### config.mk
export PLATFORM = sky130hd
export DESIGN_NAME = pwm_match_timer
export DESIGN_NICKNAME = d
export VERILOG_FILES = /design/src/rtl/pwmt_pkg.sv /design/src/rtl/pwmt_regs.sv /design/src/rtl/pwmt_counter.sv /design/src/rtl/pwmt_channel.sv /design/src/rtl/pwm_match_timer.sv
export SDC_FILE = /design/constraint.sdc
export NUM_CORES = 1
export LEC_CHECK = 0
export ABC_AREA = 1
export BUFFER_PORTS_ARGS = -buffer_cell sky130_fd_sc_hd__buf_2
export CORE_MARGIN = 2
export CORE_UTILIZATION = 51
export CTS_BUF_LIST = sky130_fd_sc_hd__clkbuf_4
export CTS_CLUSTER_DIAMETER = 120
export DETAILED_ROUTE_END_ITERATION = 10
export PLACE_DENSITY = 0.66
export SETUP_SLACK_MARGIN = 0.1
export SYNTH_ARGS = -nofsm -noshare
export SYNTH_HDL_FRONTEND = slang
export SYNTH_HIERARCHICAL = 1
export SYNTH_SLANG_ARGS = --single-unit
### constraint.sdc
create_clock -name clk -period 2.1 [get_ports clk]
set_input_delay 0.525 -clock clk [delete_from_list [all_inputs] [get_ports clk]]
set_output_delay 0.525 -clock clk [all_outputs]
set_load 0.01 [all_outputs]
### src/rtl/pwmt_pkg.sv
package pwmt_pkg;

    typedef enum logic [1:0] {
        RS_NONE  = 2'd0,
        RS_MATCH = 2'd1,
        RS_CTRL  = 2'd2
    } reg_sel_e;

    typedef struct packed {
        logic at_match;
        logic at_start;
    } chan_evt_t;

    function automatic reg_sel_e decode_addr(int unsigned addr, int unsigned nch);
        if (addr < nch)       return RS_MATCH;
        else if (addr == nch) return RS_CTRL;
        else                  return RS_NONE;
    endfunction

    // a reached match wins over the period-start clear
    function automatic logic level_next(chan_evt_t ev, logic cur);
        if (ev.at_match)      return 1'b1;
        else if (ev.at_start) return 1'b0;
        else                  return cur;
    endfunction

endpackage

### src/rtl/pwmt_regs.sv
module pwmt_regs #(
    parameter int CNT_W = 32,
    parameter int NCH   = 4,
    localparam int AW   = $clog2(NCH + 1)
) (
    input  logic                       clk,
    input  logic                       rst,
    input  logic                       wr_en,
    input  logic [AW-1:0]              wr_addr,
    input  logic [CNT_W-1:0]           wr_data,
    output logic [NCH-1:0][CNT_W-1:0]  mval,
    output logic [NCH-1:0]             en,
    output logic [NCH-1:0]             rsel,
    output logic [NCH-1:0]             ext
);
    import pwmt_pkg::*;

    reg_sel_e sel;
    assign sel = decode_addr(int'(wr_addr), NCH);

    always_ff @(posedge clk) begin
        if (rst) begin
            mval <= '0;
            en   <= '0;
            rsel <= '0;
            ext  <= '0;
        end else if (wr_en) begin
            if (sel == RS_CTRL) begin
                en   <= wr_data[NCH-1:0];
                rsel <= wr_data[2*NCH-1:NCH];
                ext  <= wr_data[3*NCH-1:2*NCH];
            end
            for (int k = 0; k < NCH; k++) begin
                if (sel == RS_MATCH && wr_addr == AW'(k))
                    mval[k] <= wr_data;
            end
        end
    end

    generate
        if (CNT_W > 3 * NCH) begin : g_spare
            logic unused_hi;
            assign unused_hi = ^wr_data[CNT_W-1:3*NCH];
        end
    endgenerate

endmodule

### src/rtl/pwmt_counter.sv
module pwmt_counter #(
    parameter int CNT_W = 32,
    parameter int NCH   = 4
) (
    input  logic                       clk,
    input  logic                       rst,
    input  logic [NCH-1:0][CNT_W-1:0]  mval,
    input  logic [NCH-1:0]             rsel,
    output logic [CNT_W-1:0]           cnt
);
    logic [NCH-1:0] eq;
    logic           restart;

    generate
        for (genvar k = 0; k < NCH; k++) begin : g_eq
            assign eq[k] = rsel[k] && (cnt == mval[k]);
        end
    endgenerate

    assign restart = |eq;

    always_ff @(posedge clk) begin
        if (rst)          cnt <= '0;
        else if (restart) cnt <= '0;
        else              cnt <= cnt + 1'b1;
    end

endmodule

### src/rtl/pwmt_channel.sv
module pwmt_channel #(
    parameter int CNT_W = 32
) (
    input  logic             clk,
    input  logic             rst,
    input  logic [CNT_W-1:0] cnt,
    input  logic [CNT_W-1:0] mval,
    input  logic             en,
    input  logic             ext,
    output logic             pin
);
    import pwmt_pkg::*;

    chan_evt_t ev;
    logic      lvl_q;
    logic      lvl_d;

    assign ev.at_match = (cnt == mval);
    assign ev.at_start = (cnt == '0);
    assign lvl_d       = level_next(ev, lvl_q);

    always_ff @(posedge clk) begin
        if (rst) begin
            lvl_q <= 1'b0;
            pin   <= 1'b0;
        end else begin
            lvl_q <= lvl_d;
            pin   <= en ? lvl_d : ext;
        end
    end

endmodule

### src/rtl/pwm_match_timer.sv
module pwm_match_timer #(
    parameter int CNT_W = 32,
    parameter int NCH   = 4,
    localparam int AW   = $clog2(NCH + 1)
) (
    input  logic             clk,
    input  logic             rst,
    input  logic             wr_en,
    input  logic [AW-1:0]    wr_addr,
    input  logic [CNT_W-1:0] wr_data,
    output logic [CNT_W-1:0] cnt_o,
    output logic [NCH-1:0]   pwm_o
);
    logic [NCH-1:0][CNT_W-1:0] match_r;
    logic [NCH-1:0]            en_r;
    logic [NCH-1:0]            rsel_r;
    logic [NCH-1:0]            ext_r;

    pwmt_regs #(.CNT_W(CNT_W), .NCH(NCH)) u_regs (
        .clk(clk), .rst(rst),
        .wr_en(wr_en), .wr_addr(wr_addr), .wr_data(wr_data),
        .mval(match_r), .en(en_r), .rsel(rsel_r), .ext(ext_r)
    );

    pwmt_counter #(.CNT_W(CNT_W), .NCH(NCH)) u_cnt (
        .clk(clk), .rst(rst), .mval(match_r), .rsel(rsel_r), .cnt(cnt_o)
    );

    generate
        for (genvar k = 0; k < NCH; k++) begin : g_ch
            pwmt_channel #(.CNT_W(CNT_W)) u_ch (
                .clk(clk), .rst(rst), .cnt(cnt_o), .mval(match_r[k]),
                .en(en_r[k]), .ext(ext_r[k]), .pin(pwm_o[k])
            );
        end
    endgenerate

endmodule

* After elaboration in Yosys (flattened, before gate mapping)
Index checks and enable logic that the tools add are counted.
** Storage, ports and cells
- Register bits :: 180
- Input bits :: 38
- Output and inout port bits :: 36
- Logic and storage cells :: 58
** Operators by class
- Add/sub/neg operators :: 1
- $lt $le $gt $ge :: 1
- Equal/unequal tests :: 10
- Muxes and demuxes :: 14
- Reduce and logical (&&, ||, !) cells :: 16
** Operators with widths (count)
- 32-bit equality test :: 4
- 32-bit by 1-bit adder with 32-bit output, second input constant :: 1
- 32-bit logical NOT :: 1
- 1-bit two-way mux :: 12
- 2-bit AND reduction :: 5
- 1-bit logical AND :: 8
- 3-bit by 2-bit equality test with 1-bit output, second input constant :: 2
- 5-bit OR reduction :: 1
- 2-bit two-way mux :: 2
- 3-bit by 1-bit equality test with 1-bit output, second input constant :: 1
- 3-bit equality test, second input constant :: 1
- 3-bit logical NOT :: 1
- 3-bit < comparator, second input constant :: 1
- 2-bit by 1-bit equality test with 1-bit output, second input constant :: 1
- 2-bit equality test, second input constant :: 1

* Longest topological paths before layout
- Depth after elaboration :: 6
- Depth in mapped cells :: 13

* By module
Netlist, hierarchy kept.
** Modules (own cells, without submodules)
- pwmt_regs :: instances 1, cells an instance 813, area each 5681.7 sq um
- pwmt_counter :: instances 1, cells an instance 686, area each 3973.8 sq um
- pwmt_channel :: instances 4, cells an instance 134, area each 659.4 sq um

* Least setup slack after synthesis
No wires, ideal clock.
- Path kind :: reg-to-reg
- Start point :: register u_cnt.cnt[2]
- End point :: register u_cnt.cnt[18]
- Library setup time :: 0.118 ns
- Arrival :: 1.673 ns
- Slack :: 0.310 ns
- Stages on the path, launching flop included :: 10
- Path buffers :: 1
- Path through :: dfxtp_1 buf_4 nand2_1 nor2_4 nand2_1 nor2_2 nand3_1 nor2_1 xor2_1 nor3_2
** On the way
- Cells in the longest elaborated chain, start to end :: 3
** RTL lines
- start: declaration :: line pwmt_counter.sv:9 : output logic [CNT_W-1:0] cnt
- start signal: assignment :: line pwmt_counter.sv:25 : else cnt <= cnt + 1'b1;
- branches (longest 3 deep; another with 32-bit by 1-bit adder with 32-bit output)
Parallel ways; which one is timed is not known.
A chain may end at the register's enable or synchronous reset.

* Worst setup path in the final report
- Start point :: register u_cnt.cnt[8]
- End point :: output cnt_o[8]
** RTL lines
- end: declaration :: line pwm_match_timer.sv:11 : output logic [CNT_W-1:0] cnt_o,
No word-level cell between the ends.

==> metrics.cfg <==
[outcome]
status = finished clean

[layout]
final_cell_mix = nand2_1 (597), nor2_1 (407), inv_1 (216), nand3_1 (168), dfxtp_1 (161)
seq_area_mm2 = 0.003642
multi_input_area_mm2 = 0.007358
fin_area_mm2 = 0.01363
drive_above_1_share_pct = 12.05
nets = 2143
final_common_cell = nand2_1
areaGrowthSynthToFinish_pct = 10.87
fillers = 2484
post-route-util_pct = 57.89

[worst_setup_path]
r2r-start = u_cnt/cnt[6]
startpoint = u_cnt/cnt[8]
crit_path_cell_trace = buf_8, buf_4, buf_2
reg2reg_depth = 10
rr_endpoint = u_cnt/cnt[12]
start_kind = register
setup.worst_path.class = register to output pin
slowest_stage = dfxtp_4
worstPathArrival_ps = 1400
crit_required_ps = 1570
rrSetupSlack_ps = 220
cp_max_fo = 12
end_kind = output pin
slowest_delay_ps = 380

[routing]
dr_wl_met3_um = 1982
wirelength_um = 36480
via_per_inst = 5.049
first_iter_violations = 1165
antenna_left = 0
vias = 12310
top_layer_used = met4
dr.pass1.iters = 5
wl_per_cell_um = 14.97
drt-met1-wl_um = 17570
dr_wl_met2_um = 16180
drc_errors = 0

[clock_tree]
hold_buffers = 0
clk-insertion-delay-late_ps = 620
clockBufferDepth = 2
cts.htree.levels = 4
cts-root-buf = clkbuf_4
clock-sinks = 180
cts_tree = built
cts_inserted_buffers = 17
clk_pin_slew_worst_paths_ps = 180

[timing]
relSlewSlack_pct = 68.82
tns_ps = 0
tightest_slew_ps = 467.8
max_freq_mhz = 518.2
finalHoldViolations = 0
rsz0062_at_grt = true
slew_viol_final = 0
clock_skew_ps = 32.55
setup_viol = 0
finalCriticalPeriod_ps = 1930
finalCritPeriodShare_pct = 91.89

[hold_path]
holdPathStages = 5
min-delay-start = wr_data[29]
min_to = u_regs/mval[29]
hold_class = primary input to register

[synthesis]
synth_largest_area_cell = dfxtp_1
yosys.area.top_type_share_pct = 29.31
ys_warn_count = 6
syn-num-nets = 2074
ys_ff_latch = 180
synth_cell_types = 30
synth_area_mm2 = 0.01229
syn_avg_cell_area_um2 = 6.041
synth_cells = 2035
seq_area_frac_synth_pct = 29.31
yosys-top-cells-area = dfxtp_1 (29%), nand2_1 (18%), nor2_1 (13%), xnor2_1 (10%), nand3_1 (6.8%)

[die]
start_util_pct = 52.22
design.die.area_mm2 = 0.02536
rows = 56
die_w_um = 159.3
die_y_um = 159.3
ioPinCount = 74
core_area_mm2 = 0.02354

[global_routing]
grt_pass1_vias = 11030
grt_overflow_total = 0
grt_usage_pct = 28.82
antenna_found_initial = 1
grt_max_degree = 78
grt_first_pass_wirelength_um = 59190

[flow_run]
drv_cap = 0

[power_and_ir_drop]
p_per_area_mw_per_mm2 = 508.9
leakage_nw = 6.015
peakVddDrop_mv = 0.3210

[placed_design]
place.gp.congestion = 0.9271
portBuffers = 73
dp_hpwl_um = 26800
placed_area_mm2 = 0.01326

-- registers in the layout, summed over array words and instances (netlist names) --
| register | count |
|---|---|
| g_ch.u_ch/lvl_q | 4 |
| g_ch.u_ch/pin | 4 |
| u_cnt/cnt | 32 |
| u_regs/en | 4 |
| u_regs/ext | 4 |
| u_regs/mval | 128 |
| u_regs/rsel | 4 |
-- where the power goes --
part           switching [mW]  internal (mW)  leakage [nW]
Sequential              0.129           3.52          1.47
Clock                    1.47          0.548         0.152
Combinational           0.812          0.452          4.39
-- layout make-up --
class,count,area share [%]
multi-input cells,1537,53.99
flip-flops and latches,180,26.72
repair buffers,138,7.895
inverters,230,6.353
well taps,319,2.928
clock inverters,15,1.157
clock buffers,17,0.9364
diodes,1,0.01836
-- how the worst max path moves through the flow --
stage,slack (ps),cells past startpoint,endpoint
after floorplan,310,9,u_cnt/cnt[18]
after CTS,100,2,cnt_o[24]
after global routing,100,9,u_cnt/cnt[18]
final,170,3,cnt_o[8]
after global placement,100,9,u_cnt/cnt[12]
after detailed placement,130,9,u_cnt/cnt[12]
-- routing by layer --
layer,GRT usage [%],vias to the layer above
met1,41.30,5582
met3,4.376,49
met2,45.36,317
met4,7.438,0
li1,-,6357
met5,0,-
-- Yosys cell counts --
cell type and count:
nand3b_1 1, o21ai_0 26, nand4_1 26, buf_4 14
inv_1 216, ha_1 1, clkbuf_2 1, nor2_1 413
xor2_1 30, clkbuf_1 9, a21boi_0 4, nor2_2 7
nor2_4 3, nor3_2 34, dfxtp_1 180, clkinv_1 1
or2_1 1, buf_1 9, nand2_2 1, nand3_4 1
inv_2 13, xnor2_1 141, nand2_1 598, nand3_1 168
a21oi_1 68, buf_6 6, buf_2 49, o21ai_1 2
o22ai_1 1, nor3_1 11
-- repair_timing --
action / 4_1_cts / 5_1_grt
setup buffers: 0 / 1
endpoints found under the setup margin: 14 / 46
resized for setup: 15 / 22
-- stage by stage --
step / power [mW] / hold slack, ps / setup slack (ps) / instances
after CTS: 6.971 / 216.4 / 98.54 / 2435
after floorplan: 4.558 / 445.1 / 309.7 / 2035
after detailed placement: 4.967 / 469.8 / 125.0 / 2403
after global routing: 7.293 / 251.9 / 97.39 / 2437
final: 6.936 / 246.8 / 170.3 / 2437
after global placement: 4.949 / 464.9 / 104.8 / 2403
-- worst max-delay path: cells and delay by family (launching register included) --
family | cells | cell delay, ps
flops | 1 | 380
buf+inv | 3 | 420
-- cell families after synthesis --
family | synth area share (%)
flops | 29.31
fa+ha+maj | 0.1018
simple gates | 43.19
buf+inv | 11.01
compound gates | 4.204
xor+xnor | 12.18
No activity file was read; power rests on OpenSTA's default activity.
